`config.mk`:
```
export PLATFORM = sky130hd
export DESIGN_NAME = rq_requant
export DESIGN_NICKNAME = d
export VERILOG_FILES = /design/src/rtl/rq_pkg.sv /design/src/rtl/rq_round.sv /design/src/rtl/rq_fit.sv /design/src/rtl/rq_requant.sv
export SDC_FILE = /design/constraint.sdc
export NUM_CORES = 1
export LEC_CHECK = 0
export BUFFER_PORTS_ARGS = -buffer_cell sky130_fd_sc_hd__buf_4
export CORE_AREA = 2 2 39 41
export CTS_CLUSTER_DIAMETER = 40
export CTS_CLUSTER_SIZE = 10
export DETAILED_ROUTE_END_ITERATION = 10
export DIE_AREA = 0 0 41 43
export GPL_TIMING_DRIVEN = 0
export HOLD_SLACK_MARGIN = 0.12
export PLACE_DENSITY = 0.61
export SLEW_MARGIN = 25
export SYNTH_ARGS = -nofsm -noshare
export SYNTH_HDL_FRONTEND = slang
export SYNTH_SLANG_ARGS = --single-unit
export TNS_END_PERCENT = 20
```
`constraint.sdc`:
```
create_clock -name clk -period 3.4 [get_ports clk]
set_input_delay 0.68 -clock clk [delete_from_list [all_inputs] [get_ports clk]]
set_output_delay 0.68 -clock clk [all_outputs]
set_load 0.02 [all_outputs]
```
`src/rtl/rq_pkg.sv`:
```
package rq_pkg;

    typedef enum logic [1:0] {
        RQ_TRUNC   = 2'b00,
        RQ_NEAREST = 2'b01,
        RQ_SYMM    = 2'b10,
        RQ_SPARE   = 2'b11
    } rq_mode_e;

    // Information about the bits being discarded
    typedef struct packed {
        logic sign;    // sign of the input sample
        logic guard;   // first discarded bit (half an output LSB)
        logic sticky;  // OR of every discarded bit below the guard
    } rq_tail_t;

    // Result of the range stage
    typedef struct packed {
        logic ovf;     // value outside output range
        logic neg;     // value negative
    } rq_range_t;

    // The spare encoding behaves as truncation
    function automatic rq_mode_e rq_effective(input logic [1:0] m);
        rq_mode_e r;
        case (m)
            2'b01:   r = RQ_NEAREST;
            2'b10:   r = RQ_SYMM;
            default: r = RQ_TRUNC;
        endcase
        return r;
    endfunction

    // One LSB increment decision for the kept bits
    function automatic logic rq_increment(input rq_mode_e m, input rq_tail_t t);
        logic inc;
        case (m)
            RQ_NEAREST: inc = t.guard;
            // tie (guard & !sticky): only positive values step up, negative
            // values stay at the floor, which is farther from zero
            RQ_SYMM:    inc = t.guard & (t.sticky | ~t.sign);
            default:    inc = 1'b0;
        endcase
        return inc;
    endfunction

endpackage

```
`src/rtl/rq_round.sv`:
```
module rq_round
    import rq_pkg::*;
#(
    parameter int IN_W     = 6,
    parameter int IN_FRAC  = 3,
    parameter int OUT_FRAC = 1,
    localparam int DROP    = IN_FRAC - OUT_FRAC,
    localparam int KW      = IN_W - DROP
) (
    input  logic [IN_W-1:0] in_data,
    input  logic [1:0]      mode,
    output logic [KW:0]     rounded
);

    logic [KW-1:0] kept;
    rq_tail_t      tail;
    rq_mode_e      eff;
    logic          inc;

    assign kept = in_data[IN_W-1:DROP];

    generate
        if (DROP > 1) begin : g_sticky
            assign tail.sticky = |in_data[DROP-2:0];
        end else begin : g_no_sticky
            assign tail.sticky = 1'b0;
        end
    endgenerate

    assign tail.sign  = in_data[IN_W-1];
    assign tail.guard = in_data[DROP-1];

    always_comb begin
        eff     = rq_effective(mode);
        inc     = rq_increment(eff, tail);
        rounded = {kept[KW-1], kept} + {{KW{1'b0}}, inc};
    end

endmodule

```
`src/rtl/rq_fit.sv`:
```
module rq_fit
    import rq_pkg::*;
#(
    parameter int SW    = 6,
    parameter int OUT_W = 4,
    localparam int HI_W = SW - OUT_W + 1
) (
    input  logic [SW-1:0]    value,
    input  logic             sat_en,
    output logic [OUT_W-1:0] data,
    output logic             ovf
);

    rq_range_t        rng;
    logic [HI_W-1:0]  hi;
    logic [OUT_W-1:0] pos_lim;
    logic [OUT_W-1:0] neg_lim;

    assign hi      = value[SW-1:OUT_W-1];
    assign pos_lim = {1'b0, {(OUT_W-1){1'b1}}};
    assign neg_lim = {1'b1, {(OUT_W-1){1'b0}}};

    always_comb begin
        // fits when every bit above the output sign copies it
        rng.ovf = ~((&hi) | (~|hi));
        rng.neg = value[SW-1];
        if (rng.ovf && sat_en) begin
            data = rng.neg ? neg_lim : pos_lim;
        end else begin
            data = value[OUT_W-1:0];
        end
        ovf = rng.ovf;
    end

endmodule

```
`src/rtl/rq_requant.sv`:
```
module rq_requant
    import rq_pkg::*;
#(
    parameter int IN_W     = 6,
    parameter int IN_FRAC  = 3,
    parameter int OUT_W    = 4,
    parameter int OUT_FRAC = 1
) (
    input  logic             clk,
    input  logic             rst,
    input  logic             in_valid,
    input  logic [IN_W-1:0]  in_data,
    input  logic [1:0]       mode,
    input  logic             sat_en,
    output logic             out_valid,
    output logic [OUT_W-1:0] out_data,
    output logic             out_ovf
);

    localparam int DROP = IN_FRAC - OUT_FRAC;
    localparam int KW   = IN_W - DROP;
    localparam int SW   = KW + 1;

    logic [SW-1:0]    rounded;
    logic [OUT_W-1:0] fit_data;
    logic             fit_ovf;

    rq_round #(
        .IN_W     (IN_W),
        .IN_FRAC  (IN_FRAC),
        .OUT_FRAC (OUT_FRAC)
    ) u_round (
        .in_data (in_data),
        .mode    (mode),
        .rounded (rounded)
    );

    rq_fit #(
        .SW    (SW),
        .OUT_W (OUT_W)
    ) u_fit (
        .value  (rounded),
        .sat_en (sat_en),
        .data   (fit_data),
        .ovf    (fit_ovf)
    );

    always_ff @(posedge clk) begin
        if (rst) begin
            out_valid <= 1'b0;
            out_data  <= '0;
            out_ovf   <= 1'b0;
        end else begin
            out_valid <= in_valid;
            if (in_valid) begin
                out_data <= fit_data;
                out_ovf  <= fit_ovf;
            end
        end
    end

endmodule

```
==> flow_metrics.tcl <==
set metrics [dict create \
    hold_depth 2 \
    postSynthCellCount 43 \
    cp_num_cells 10 \
    insertion_delay_ps 240 \
    first_pass_iters 1 \
    yosysWarnings 0 \
    reg2regPathDepth 2 \
    drt-met1-wl_um 324 \
    design.portCount 18 \
    rrSetupSlack_ps 2720 \
    seq_area_um2 120 \
    grt_pass1_wl_um 1250 \
    crit_top_cell "ha_1" \
    cp_max_fo 3 \
    grt-ovfl-total 0 \
    die_w_um 41 \
    syn_to_final_growth_pct 45.2 \
    tns_ps 0 \
    fin_crit_ps 2190 \
    power_density_nw_per_um2 340 \
    htreeDepth 1 \
    total_power_uw 186 \
    final_util_pct 39.5 \
    wl_met3_um 82 \
    critPathKind "in -> reg" \
    crit_arrival_ps 2340 \
    cts_made_buffers 3 \
    slew_viol_final 0 \
    gp_congestion 0.722 \
    cp-end-kind "flip-flop" \
    row_count 14 \
    cts_setup_buffers 0 \
    fmax_ghz 0.457 \
    finalHoldViolCount 0 \
    maxSlewHeadroom_pct 75.0 \
    dieHeight_um 43 \
    wl_per_cell_um 9.82 \
    ys_seq_area_share_pct 31.9 \
    leakage_uw 0.000264 \
    antenna_found_initial 0 \
    routed.top_layer "met4" \
    ctsLongestPathBuffers 2 \
    period_share_pct 64.3 \
    setup_viol 0 \
    drc 0 \
    cts_resized 0 \
    wl_um 776 \
    drv_cap 0 \
    status "completed" \
    hpwl_um 631 \
    clkSlewWorstSetupHoldPaths_ps 40 \
    slowest_delay_ps 280 \
    cp_cell_sequence "buf_4 > inv_1 > ha_1 > nor3b_1 > ha_1 > ha_1 > nand2_2 > mux2i_1 > nand3_1 > a311oi_1" \
    initial_core_util_pct 27.2 \
    numClockSinks 6 \
    cp_top_family "adder cells" \
    cts_tree "done" \
    syn_area_um2 377 \
    ir_drop_mv 0.0771 \
    layout-drive-gt1-share_pct 34.9 \
    vias 386 \
    antenna_cells 0 \
    io_buffers 17 \
    ant_nets 0 \
    cts_hold_buf 0 \
    worstPathRequired_ps 3560 \
    multi_input_area_um2 241 \
    grt.total_usage_pct 10.4 \
    dr_wl_met2_um 358 \
    syn_nets 59 \
    finClkSkew_ps 0 \
    tightest_slew_ps 375 \
    crit_buf_inv 2 \
    rsz0062_at_grt "no" \
    root_buffer "clkbuf_4" \
    hold_class "reg -> reg" \
    final_cell_mix "17 x buf_4, 6 x dfxtp_1, 4 x nor2_1, 4 x ha_1" \
    grt_pass1_vias 337 \
    avgSynthCellArea_um2 8.76 \
    via_per_inst 4.89 \
    worst_setup_path_start_kind "primary input" \
    cpMaxStageDelayCell "ha_1" \
    fillCellCount 161 \
    die-area_um2 1760 \
    layout_commonest_cell "buf_4" \
    drt_iter0_markers 0 \
    grt_max_degree 11 \
    core_um2 1380 \
    synth.ff_latch_count 6 \
    synthDistinctLibCells 23 \
    final_nets 81 \
]
==> cell usage after synthesis (all sizes together) <==
master / n / area [um^2]
a211oi: 1 / 7.51
a21oi: 3 / 15.0
a2bb2oi: 1 / 8.76
a311oi: 3 / 26.3
and4b: 1 / 10.0
clkbuf: 1 / 3.75
dfxtp: 6 / 120
ha: 4 / 50.1
inv: 3 / 11.3
mux2i: 1 / 10.0
nand2: 3 / 13.8
nand2b: 1 / 6.26
nand3: 1 / 5.00
nand3b: 1 / 7.51
nor2: 4 / 15.0
nor2b: 1 / 6.26
nor3b: 1 / 7.51
o21ai: 4 / 20.0
or2b: 1 / 7.51
xnor2: 1 / 16.3
xor2: 1 / 8.76
==> area by class of cell <==
| cell class | count | share of cell area [%] |
|---|---|---|
| buffer | 1 | 0.686 |
| clock buffer | 3 | 4.12 |
| inverter | 3 | 2.06 |
| multi-input combinational | 33 | 44.2 |
| sequential | 6 | 22.0 |
| tap | 16 | 3.66 |
| timing repair buffer | 17 | 23.3 |
==> registers in the layout, summed over array words and instances, names as in the netlist <==
signal	cells
out_data	4
out_valid	1
out_ovf	1
==> report_power, final <==
group          internal [uW]  total [uW]  switching (uW)
logic                   22.6        43.5            20.9
clock network           39.9        65.4            25.5
registers               75.0        77.0            1.97
total                    138         186            48.4
==> path summary, 6_finish.rpt <==
path / from / end
setup / recovery: mode[0] / out_data[0]
hold / removal: out_ovf / out_ovf
setup reg to reg: out_data[2] / out_data[2]
hold reg to reg: out_ovf / out_ovf
==> worst register-to-register path: stages (launching register included) <==
cell,delay (ps)
dfxtp_1,330
nor2_1,40
a311oi_1,230
==> through the flow <==
stage               cell area, um^2  cells  setup WS, ps  hold WS [ps]
global route                    547     79          1020           501
global placement                524     76           934           455
floorplan                       377     43          1180           536
detailed placement              524     76           926           464
CTS                             547     79          1190           471
finish                          547     79          1210           469
==> cell families after synthesis <==
kind of cell    synth area share (%)
mux                             2.66
flops                           31.9
buf+inv                         3.99
compound gates                  20.6
fa+ha+maj                       13.3
simple gates                    20.9
xor+xnor                        6.65
==> per-layer routing <==
layer / vias to the layer above / track usage (%)
li1: 197 / -
met4: 0 / 10.0
met5: - / 0
met1: 169 / 11.6
met3: 2 / 1.57
met2: 18 / 15.6
No activity file was read; power rests on OpenSTA's default activity.
